[src/rtl/nf_pkg.sv]
package nf_pkg;
  typedef enum logic [1:0] {
    CNT_HOLD  = 2'd0,
    CNT_UP    = 2'd1,
    CNT_DN    = 2'd2,
    CNT_CLAMP = 2'd3
  } cnt_op_e;

  localparam int unsigned END_SHIFT = 3;
  localparam int unsigned END_FLOOR = 15;
endpackage

[src/rtl/nf_sync.sv]
module nf_sync #(
  parameter int unsigned STAGES = 2
) (
  input  logic clk_i,
  input  logic rst_ni,
  input  logic d_i,
  output logic q_o
);
  logic [STAGES-1:0] stage_q;

  generate
    if (STAGES == 1) begin : g_one
      always_ff @(posedge clk_i or negedge rst_ni) begin
        if (!rst_ni) stage_q <= '0;
        else         stage_q <= d_i;
      end
    end else begin : g_chain
      always_ff @(posedge clk_i or negedge rst_ni) begin
        if (!rst_ni) stage_q <= '0;
        else         stage_q <= {stage_q[STAGES-2:0], d_i};
      end
    end
  endgenerate

  assign q_o = stage_q[STAGES-1];
endmodule

[src/rtl/nf_endpoint.sv]
module nf_endpoint #(
  parameter int unsigned PRESC_W = 10,
  parameter int unsigned CNT_W   = 7
) (
  input  logic [PRESC_W-1:0] presc_i,
  output logic [CNT_W-1:0]   end_o
);
  import nf_pkg::*;

  localparam logic [CNT_W-1:0] FLOOR = CNT_W'(END_FLOOR);

  logic [PRESC_W-1:0] shifted;

  assign shifted = presc_i >> END_SHIFT;
  assign end_o   = CNT_W'(shifted) | FLOOR;
endmodule

[src/rtl/nf_counter.sv]
module nf_counter #(
  parameter int unsigned CNT_W = 7
) (
  input  logic             clk_i,
  input  logic             rst_ni,
  input  logic             sample_i,
  input  logic [CNT_W-1:0] end_i,
  output logic [CNT_W-1:0] cnt_o,
  output logic [CNT_W-1:0] cnt_nxt_o
);
  import nf_pkg::*;

  cnt_op_e          op;
  logic [CNT_W-1:0] cnt_q, cnt_d;

  always_comb begin
    if (cnt_q > end_i)                      op = CNT_CLAMP;
    else if (sample_i && cnt_q != end_i)    op = CNT_UP;
    else if (!sample_i && cnt_q != '0)      op = CNT_DN;
    else                                    op = CNT_HOLD;
  end

  always_comb begin
    unique case (op)
      CNT_UP:    cnt_d = cnt_q + 1'b1;
      CNT_DN:    cnt_d = cnt_q - 1'b1;
      CNT_CLAMP: cnt_d = end_i;
      default:   cnt_d = cnt_q;
    endcase
  end

  always_ff @(posedge clk_i or negedge rst_ni) begin
    if (!rst_ni) cnt_q <= '0;
    else         cnt_q <= cnt_d;
  end

  assign cnt_o     = cnt_q;
  assign cnt_nxt_o = cnt_d;
endmodule

[src/rtl/nf_latch.sv]
module nf_latch #(
  parameter int unsigned CNT_W = 7
) (
  input  logic             clk_i,
  input  logic             rst_ni,
  input  logic [CNT_W-1:0] cnt_nxt_i,
  input  logic [CNT_W-1:0] end_i,
  output logic             q_o
);
  logic set_hit, clr_hit, q_q;

  // decide on the next count so the output moves on the same edge as the counter
  assign set_hit = (cnt_nxt_i == end_i);
  assign clr_hit = (cnt_nxt_i == '0);

  always_ff @(posedge clk_i or negedge rst_ni) begin
    if (!rst_ni)      q_q <= 1'b0;
    else if (set_hit) q_q <= 1'b1;
    else if (clr_hit) q_q <= 1'b0;
  end

  assign q_o = q_q;
endmodule

[src/rtl/noise_filter.sv]
module noise_filter #(
  parameter int unsigned PRESC_W     = 10,
  parameter int unsigned SYNC_STAGES = 2
) (
  input  logic               clk_i,
  input  logic               rst_ni,
  input  logic               rx_raw_i,
  input  logic [PRESC_W-1:0] presc_i,
  output logic               rx_filt_o
);
  localparam int unsigned SHIFTED_W = PRESC_W - 3;
  localparam int unsigned CNT_W     = (SHIFTED_W > 4) ? SHIFTED_W : 4;

  logic             rx_sync;
  logic [CNT_W-1:0] end_pt, cnt_q, cnt_nxt;

  nf_sync #(.STAGES(SYNC_STAGES)) u_sync (
    .clk_i (clk_i),
    .rst_ni(rst_ni),
    .d_i   (rx_raw_i),
    .q_o   (rx_sync)
  );

  nf_endpoint #(.PRESC_W(PRESC_W), .CNT_W(CNT_W)) u_end (
    .presc_i(presc_i),
    .end_o  (end_pt)
  );

  nf_counter #(.CNT_W(CNT_W)) u_cnt (
    .clk_i    (clk_i),
    .rst_ni   (rst_ni),
    .sample_i (rx_sync),
    .end_i    (end_pt),
    .cnt_o    (cnt_q),
    .cnt_nxt_o(cnt_nxt)
  );

  nf_latch #(.CNT_W(CNT_W)) u_latch (
    .clk_i    (clk_i),
    .rst_ni   (rst_ni),
    .cnt_nxt_i(cnt_nxt),
    .end_i    (end_pt),
    .q_o      (rx_filt_o)
  );
endmodule

[config.mk]
export PLATFORM = sky130hd
export DESIGN_NAME = noise_filter
export DESIGN_NICKNAME = d
export VERILOG_FILES = /design/src/rtl/nf_pkg.sv /design/src/rtl/nf_sync.sv /design/src/rtl/nf_endpoint.sv /design/src/rtl/nf_counter.sv /design/src/rtl/nf_latch.sv /design/src/rtl/noise_filter.sv
export SDC_FILE = /design/constraint.sdc
export NUM_CORES = 1
export LEC_CHECK = 0
export ABC_AREA = 1
export BUFFER_PORTS_ARGS = -buffer_cell sky130_fd_sc_hd__buf_2
export CAP_MARGIN = 20
export CORE_MARGIN = 2
export CORE_UTILIZATION = 35
export CTS_CLUSTER_SIZE = 28
export DETAILED_ROUTE_END_ITERATION = 12
export PLACE_DENSITY = 0.59
export SLEW_MARGIN = 40
export SYNTH_ARGS = -nofsm -noshare
export SYNTH_HDL_FRONTEND = slang
export SYNTH_SLANG_ARGS = --single-unit
[constraint.sdc]
create_clock -name clk_i -period 5.3 [get_ports clk_i]
set_input_delay 1.59 -clock clk_i [delete_from_list [all_inputs] [get_ports clk_i]]
set_output_delay 1.59 -clock clk_i [all_outputs]
set_load 0.1 [all_outputs]
Word level (Yosys, flattened, before mapping)
Index checks and enable logic that the tools add are counted.

storage, ports and cells
  output and inout port bits = 1
  logic and storage cells = 23
  bits in registers = 10

operators by class
  equal/unequal tests = 5
  multiplexer cells = 6
  reductions and logical operators = 6
  magnitude comparators = 1
  add/sub/neg operators = 2

operators with widths
  operator                                           number
  one-hot mux 7 bit (3 select lines)                 1
  adder 7 x 1 -> 7 bit (second input constant)       1
  == test 7 bit                                      1
  > comparator 7 bit                                 1
  logical NOT 7 bit                                  1
  != test 7 bit                                      1
  nonzero test 7 bit                                 1
  subtractor 7 x 1 -> 7 bit (second input constant)  1
  two-way mux 2 bit                                  3
  == test 2 bit (second input constant)              2
  == test 2 x 1 -> 1 bit (second input constant)     1
  logical AND 1 bit                                  2
  two-way mux 1 bit                                  2
  nonzero test 2 bit                                 1
  logical NOT 1 bit                                  1

Logic depth before layout (Yosys ltp)
Gate-level depths: netlist of run 1.

  word-level depth = 10
  mapped depth = 21
  depth with buffers taken out = 21

Cells and area by module
From an unflattened synthesis of run 1, not the netlist that was laid out.

unflattened totals
  cell total of the unflattened synthesis = 175
  area total of the unflattened synthesis = 1,176.1 µm²

by module, submodules not included
  module       area each (µm²)  instances  seq. area each (µm²)  cells an instance
  nf_counter   902.1            1          175.2                 132
  nf_latch     167.7            1          25.0                  33
  nf_endpoint  56.3             1          0.0                   8
  nf_sync      50.0             1          50.0                  2

Worst setup path before layout of run 1
No wires, ideal clock.

  kind = in2reg
  start = input port presc_i[9]
  end = register u_latch.q_q (netlist: u_latch.q_o)
  setup time = 0.122 ns
  path buffers = 0
  stages on the path = 17
  required time = 5.178 ns
  arrival = 3.838 ns
  slack = 1.340 ns
  path through = inv_1 -> ha_1 -> a21oi_1 -> nand2_1 -> o21ai_0 -> ha_1 -> ha_1 -> a21oi_1 -> nand3_1 -> nand2_1 -> nor2_1 -> nor2_1 -> nor2_1 -> a21oi_1 -> nand3_1 -> nand2_1 -> nand2_1

between the ends
  word-level cells in the longest chain between the ends = 8

ends and longest elaborated chain
  what                                                                        line                            text
  start: declaration                                                          noise_filter.sv:8               input logic [PRESC_W-1:0] presc_i,
  parallel branches: the longest is 3 deep, another holds > comparator 7 bit  n/a
  two-way mux 2 bit (*)                                                       nf_counter.sv:17                if (cnt_q > end_i) op = CNT_CLAMP;
  == test 2 bit / == test 2 x 1 -> 1 bit (equally long branches)              nf_counter.sv:24                unique case (op)
  one-hot mux 7 bit (3 select lines) (*)                                      nf_counter.sv:24
  via cnt_nxt[4]                                                              noise_filter.sv:15              logic [CNT_W-1:0] end_pt, cnt_q, cnt_nxt;
  == test 7 bit / logical NOT 7 bit (equally long branches)                   nf_latch.sv:13, nf_latch.sv:14
  two-way mux 1 bit / nonzero test 2 bit (equally long branches)              n/a
  end signal: assignment                                                      nf_latch.sv:17                  if (!rst_ni) q_q <= 1'b0;
  end signal: assignment                                                      nf_latch.sv:18                  else if (set_hit) q_q <= 1'b1;
  end signal: assignment                                                      nf_latch.sv:19                  else if (clr_hit) q_q <= 1'b0;
  end: declaration                                                            nf_latch.sv:10                  logic set_hit, clr_hit, q_q;

Mark *: on every way through the listed nets, which the timed path passes.
A chain may end at the register's enable or synchronous reset.

Worst setup path after layout of run 1
Ends and elaborated chain as after synthesis.

==> flow_metrics.py, run 1 <==
metrics = {
    "status": {
        "status": "complete, no violations",
    },
    "cts": {
        "h-tree-depth": 1,
        "cts-root-buf": "clkbuf_4",
        "cts_setup_buffers": 0,
        "cts_sinks": 10,
        "ctsHoldBuffers": 0,
        "cts_resized": 0,
        "clk_latency_ns": 0.27,
        "clockBufferDepth": 2,
        "cts_buffers": 3,
        "path_clk_slew_ns": 0.06,
        "cts_tree": "yes",
    },
    "sta": {
        "finClkSkew_ns": 0.001317,
        "setup_viol": 0,
        "relSlewSlack_pct": 67.96,
        "worstMarginPinSlew_ns": 0.4839,
        "layout_min_cycle_time_ns": 4.141,
        "hold_viol_final": 0,
        "slew_violations": 0,
        "fin_crit_sh_pct": 78.13,
        "fin_tns_setup_ns": 0,
        "fmax_ghz": 0.2415,
        "setup_ws_ns": 1.159,
        "rsz0062_at_grt": "no",
        "whs_ns": 0.3521,
    },
    "power": {
        "power.density_nw_per_um2": 714.4,
        "power.leakage_nw": 0.6338,
        "vdd_drop_max_uv": 388.9,
    },
    "grt": {
        "grt_use_total_pct": 14.53,
        "grt.overflow.total": 0,
        "antenna_found_initial": 0,
        "grt_max_degree": 11,
        "grt_pass1_wl_um": 3650,
        "grt_pass1_vias": 852,
    },
    "layout": {
        "layout-drive-gt1-share_pct": 13.41,
        "area_growth_syn_to_layout_pct": 10.58,
        "utilization_pct": 40.18,
        "num-nets-final": 189,
        "design_area_sq_um": 1099,
        "diodes": 0,
    },
    "worst_setup_path": {
        "startpoint_type": "input pin",
        "cp-end-kind": "flip-flop",
        "worst-setup-path-type": "in -> reg",
        "cp_data_required_time_ns": 5.46,
        "worst-endpoint-arrival_ns": 4.30,
        "path_max_fanout": 8,
        "ff2ff_path_depth": 16,
    },
    "floorplan": {
        "rows": 19,
        "fp.coreArea_sq_um": 2734,
        "die_w_um": 57.28,
        "top_level_ports": 14,
        "fp.dieH_um": 57.28,
        "die_area_sq_um": 3280,
        "initial_core_util_pct": 36.34,
    },
    "yosys": {
        "yosys_warnings": 0,
        "ys_seq_elements": 10,
        "syn_nets": 178,
        "synth_mux_area_share_pct": 0,
        "synth_fa_ha_area_share_pct": 14.61,
        "synth_area_leaders": "dfrtp_1 25%, nand2_1 17%, ha_1 13%, nand3_1 11%, inv_1 9.8%",
        "synth_cell_types": 19,
        "yosysMostFrequentCell": "nand2_1",
        "synth_top_family_by_area": "simple AND/OR/NAND/NOR gates",
        "synth_top_cell_by_area": "dfrtp_1",
        "syn_inst": 154,
        "synth.avg_cell_area_sq_um": 6.451,
        "synth-simple-area-share_pct": 40.81,
        "synth_ff_type": "dfrtp_1",
        "synthXorXnorAreaFrac_pct": 0,
        "synthArstFlopShare_pct": 100.0,
        "yosysTopAreaCellShare_pct": 25.19,
        "syn-cell-area_sq_um": 993.5,
        "ys_seq_area_share_pct": 25.19,
        "synth_edf_count": 0,
        "synth_commonest_cells": "44 x nand2_1, 26 x inv_1, 22 x nand3_1",
        "synth-compound-area-share_pct": 8.816,
    },
    "drt": {
        "drt-total-wl_um": 2188,
        "route.detailed.drc": 0,
        "via_per_inst": 4.846,
        "dr.first_iter.drc_count": 43,
        "vias": 945,
        "wire_per_inst_um": 11.22,
        "drtPass1Iterations": 5,
        "ant_nets": 0,
    },
    "placed_design": {
        "place_area_sq_um": 1062,
        "place.gp.congestion": 0.8660,
        "port_buffers": 6,
        "place_hpwl_um": 1812,
        "post-place-ws_ns": 0.8644,
    },
    "flow_run": {
        "cap_violations": 0,
    },
    "hold_path": {
        "hp-class": "reg -> reg",
        "worstHoldPathCells": 0,
    },
}
[registers in the layout (all words and copies together), names as in the netlist]
name / count
u_cnt.cnt_o: 7
u_latch.q_o: 1
u_sync.stage_q: 2
[layout make-up]
type                       count  area (sq um)
clock buffer                   4         36.28
sequential                    10         250.2
fill                         293          1635
inverter                      28         105.1
multi-input combinational    116         638.1
timing repair buffer           6         30.03
tap                           31         38.79
[metrics by stage]
stage / instances / total power, mW
global route: 195 / 0.8871
floorplan: 154 / 0.5991
finish: 195 / 0.7848
detailed placement: 191 / 0.7193
CTS: 195 / 0.7931
global placement: 191 / 0.7058
[power by group]
| part | internal [mW] | switching [mW] | total, mW |
|---|---|---|---|
| Clock | 0.0417 | 0.0264 | 0.0681 |
| Sequential | 0.111 | 0.0405 | 0.151 |
| Combinational | 0.197 | 0.369 | 0.566 |
| Total | 0.349 | 0.435 | 0.785 |
[per-layer routing]
| layer | wire length (um) | track usage, % | share of wire [%] |
|---|---|---|---|
| met1 | 1155 | 20.11 | 53 |
| met2 | 956 | 22.82 | 44 |
| met3 | 32 | 1.361 | 1.5 |
| met4 | 42 | 6.977 | 1.9 |
| met5 | 0 | 0 | 0 |
[kinds of logic after synthesis]
| kind of cell | Yosys count |
|---|---|
| AND/OR/NAND/NOR | 89 |
| buffers and inverters | 28 |
| AO/OA/AOI/OAI | 16 |
| adder cells (fa/ha/maj) | 11 |
| flip-flops | 10 |
[critical path: stages]
cell and delay [ns]:
buf_2 0.09, inv_1 0.06, ha_1 0.32, a21oi_1 0.13, nand2_1 0.13, o21ai_0 0.26
ha_1 0.39, ha_1 0.36, a21oi_1 0.23, nand3_1 0.14, nand2_1 0.08, nor2_1 0.04
nor2_1 0.09, nor2_1 0.08, a21oi_1 0.13, nand3_1 0.08, nand2_1 0.06, nand2_1 0.04
[placed cells by master, fill, tap and decap left out]
cell type / Yosys / layout
nand3b_1: 1 / 1
nor2_1: 11 / 11
nor2_4: 1 / 1
dfrtp_1: 10 / 10
clkbuf_8: 0 / 1
o21ai_0: 6 / 6
inv_2: 2 / 2
fa_1: 1 / 1
inv_1: 26 / 26
nand3_1: 22 / 22
o21ai_2: 2 / 2
nand2_2: 2 / 2
nand4_1: 1 / 1
clkbuf_4: 0 / 3
nand2_1: 44 / 44
or2_2: 2 / 2
ha_1: 10 / 10
nor2_2: 1 / 1
buf_2: 0 / 6
nand2_4: 2 / 2
a21oi_1: 8 / 8
nor3_1: 2 / 2
[final timing paths]
kind	startpoint	end	slack, ns
max reg2reg	u_cnt.cnt_o[6]$_DFF_PN0_	u_latch.q_o$_DFFE_PN0P_	2.20
max	presc_i[9]	u_latch.q_o$_DFFE_PN0P_	1.16
max in group asynchronous	rst_ni	u_cnt.cnt_o[0]$_DFF_PN0_	3.94
min	u_sync.stage_q[0]$_DFF_PN0_	u_sync.stage_q[1]$_DFF_PN0_	0.35
min in group asynchronous	rst_ni	u_latch.q_o$_DFFE_PN0P_	1.17
min reg2reg	u_sync.stage_q[0]$_DFF_PN0_	u_sync.stage_q[1]$_DFF_PN0_	0.35
(Power assumes the default switching activity.)
==> run 2, diff against run 1 <==
==> constraint.sdc (replaced) <==
create_clock -name clk_i -period 4.16 [get_ports clk_i]
set_input_delay 1.248 -clock clk_i [delete_from_list [all_inputs] [get_ports clk_i]]
set_output_delay 1.248 -clock clk_i [all_outputs]
set_load 0.1 [all_outputs]
==> run 2 against run 1 <==
Against the previous run: sequential share of layout area down 0.052 points; routed wire length decreased by 0.41%; sequential power up 27%; final area grew 0.23%; count of clock-buffer cells in the layout is the same; first-iteration DRC count increased by 4.7%; clock power grew 28%; die area is the same; total power is 28% higher; worst setup slack got worse by 0.74 ns.
==> flow_metrics.py, run 2 (synthesis results as in run 1) <==
metrics = {
    "sta": {
        "layout_min_cycle_time_ns": 3.737,
        "fin_tns_setup_ns": 0,
        "slew_violations": 0,
        "relSlewSlack_pct": 67.95,
        "hold_viol_final": 0,
        "rsz0062_at_grt": "no",
        "setup_viol": 0,
        "fin_crit_sh_pct": 89.84,
        "finClkSkew_ns": 0.001297,
        "fmax_ghz": 0.2676,
        "worstMarginPinSlew_ns": 0.4840,
    },
    "power": {
        "power.density_nw_per_um2": 909.3,
        "vdd_drop_max_uv": 493.6,
        "totalPowerFinal_mw": 1.001,
        "power.leakage_nw": 0.6322,
    },
    "worst_setup_path": {
        "startpoint_type": "input pin",
        "worst-setup-path-type": "in -> reg",
        "timing.rr.end": "u_latch.q_o$_DFFE_PN0P_",
        "cp-end-kind": "flip-flop",
        "worst-endpoint-arrival_ns": 3.90,
        "cp_data_required_time_ns": 4.32,
        "path_max_fanout": 8,
        "rr_startpoint": "u_cnt.cnt_o[6]$_DFF_PN0_",
        "regToRegSetupSlack_ns": 1.12,
        "ff2ff_path_depth": 16,
    },
    "cts": {
        "clk_latency_ns": 0.27,
        "path_clk_slew_ns": 0.06,
        "clockBufferDepth": 2,
        "ctsHoldBuffers": 0,
        "cts_setup_buffers": 0,
        "cts_sinks": 10,
        "cts_resized": 0,
        "cts-root-buf": "clkbuf_4",
        "cts_tree": "yes",
        "cts_buffers": 3,
        "h-tree-depth": 1,
    },
    "hold_path": {
        "min_from": "u_sync.stage_q[0]$_DFF_PN0_",
        "whs_endpoint": "u_sync.stage_q[1]$_DFF_PN0_",
        "worstHoldPathCells": 0,
        "hp-class": "reg -> reg",
    },
    "layout": {
        "layout-drive-gt1-share_pct": 14.02,
        "diodes": 0,
        "layout_commonest_cell": "nand2_1",
        "final_cell_mix": "44 x nand2_1, 26 x inv_1, 22 x nand3_1",
        "largest_register_ffs": 7,
        "multi_input_area_sq_um": 640.6,
        "num-nets-final": 189,
        "nFillCells": 293,
        "ff_latch_area_sq_um": 250.2,
        "area_growth_syn_to_layout_pct": 10.83,
    },
    "grt": {
        "grt_use_total_pct": 14.53,
        "grt_max_degree": 11,
        "grt_pass1_wl_um": 3650,
        "antenna_found_initial": 0,
        "grt.overflow.total": 0,
        "grt_pass1_vias": 852,
    },
    "drt": {
        "dr.first_iter.drc_count": 45,
        "route.detailed.drc": 0,
        "drtPass1Iterations": 4,
        "wire_per_inst_um": 11.17,
        "drt-total-wl_um": 2179,
        "via_per_inst": 4.872,
        "vias": 950,
        "ant_nets": 0,
    },
    "floorplan": {
        "rows": 19,
        "fp.coreArea_sq_um": 2734,
        "fp.dieH_um": 57.28,
        "die_area_sq_um": 3280,
        "top_level_ports": 14,
        "die_w_um": 57.28,
        "initial_core_util_pct": 36.34,
    },
    "placed_design": {
        "port_buffers": 6,
        "place.gp.congestion": 0.8661,
        "place_hpwl_um": 1812,
    },
    "status": {
        "status": "complete, no violations",
    },
    "flow_run": {
        "cap_violations": 0,
    },
}
==> run 2: changes by cell type in the layout (fill, tap and decap cells not counted) <==
cell	delta
ha_2	+1
ha_1	-1
==> run 2: routing by layer <==
layer	track usage, %	part of all wire [%]	wire, um
met1	20.11	53	1144
met2	22.82	44	957
met3	1.361	1.6	34
met4	6.977	2.0	43
met5	0	0	0
==> run 2: power breakdown <==
part | total, mW | internal [mW] | switching [mW]
clock | 0.0870 | 0.0532 | 0.0338
sequential | 0.192 | 0.141 | 0.0508
combinational | 0.722 | 0.253 | 0.469
==> run 2: how the worst max path moves through the flow <==
stage / from / end / slack (ns) / depth (start not counted)
final: presc_i[9] / u_latch.q_o$_DFFE_PN0P_ / 0.42 / 18
after global routing: presc_i[9] / u_latch.q_o$_DFFE_PN0P_ / 0.08 / 18
after CTS: presc_i[9] / u_latch.q_o$_DFFE_PN0P_ / 0.34 / 18
after detailed placement: presc_i[9] / u_latch.q_o$_DFFE_PN0P_ / 0.07 / 18
after global placement: presc_i[9] / u_latch.q_o$_DFFE_PN0P_ / 0.17 / 20
after floorplan: presc_i[9] / u_latch.q_o$_DFFE_PN0P_ / 0.54 / 17
==> run 2: metrics by stage <==
stage	hold WS, ns	instances	instance area, sq um	util [%]	setup WS (ns)
5_1_grt	0.3604	195	1101	40.27	0.07912
6_report	0.3521	195	1101	40.27	0.4228
2_1_floorplan	0.3312	154	993.5	-	0.5415
3_5_place_dp	0.3393	191	1062	38.86	0.06636
4_1_cts	0.3545	195	1099	40.18	0.3410
3_3_place_gp	0.3361	191	1062	38.86	0.1707
==> run 2: final cells by class <==
cell class | instances | share of cell area, %
Tap cell | 31 | 3.523
Timing Repair Buffer | 6 | 2.727
Clock buffer | 4 | 3.295
Multi-Input combinational cell | 116 | 58.18
Sequential cell | 10 | 22.73
Inverter | 28 | 9.545
==> run 2: critical path: stages <==
cell,delay [ns]
buf_2,0.09
inv_1,0.06
ha_1,0.32
a21oi_1,0.13
nand2_1,0.13
o21ai_0,0.29
ha_2,0.33
ha_1,0.33
a21oi_1,0.23
nand3_1,0.14
nand2_1,0.08
nor2_1,0.04
nor2_1,0.09
nor2_1,0.08
a21oi_1,0.13
nand3_1,0.08
nand2_1,0.06
nand2_1,0.04
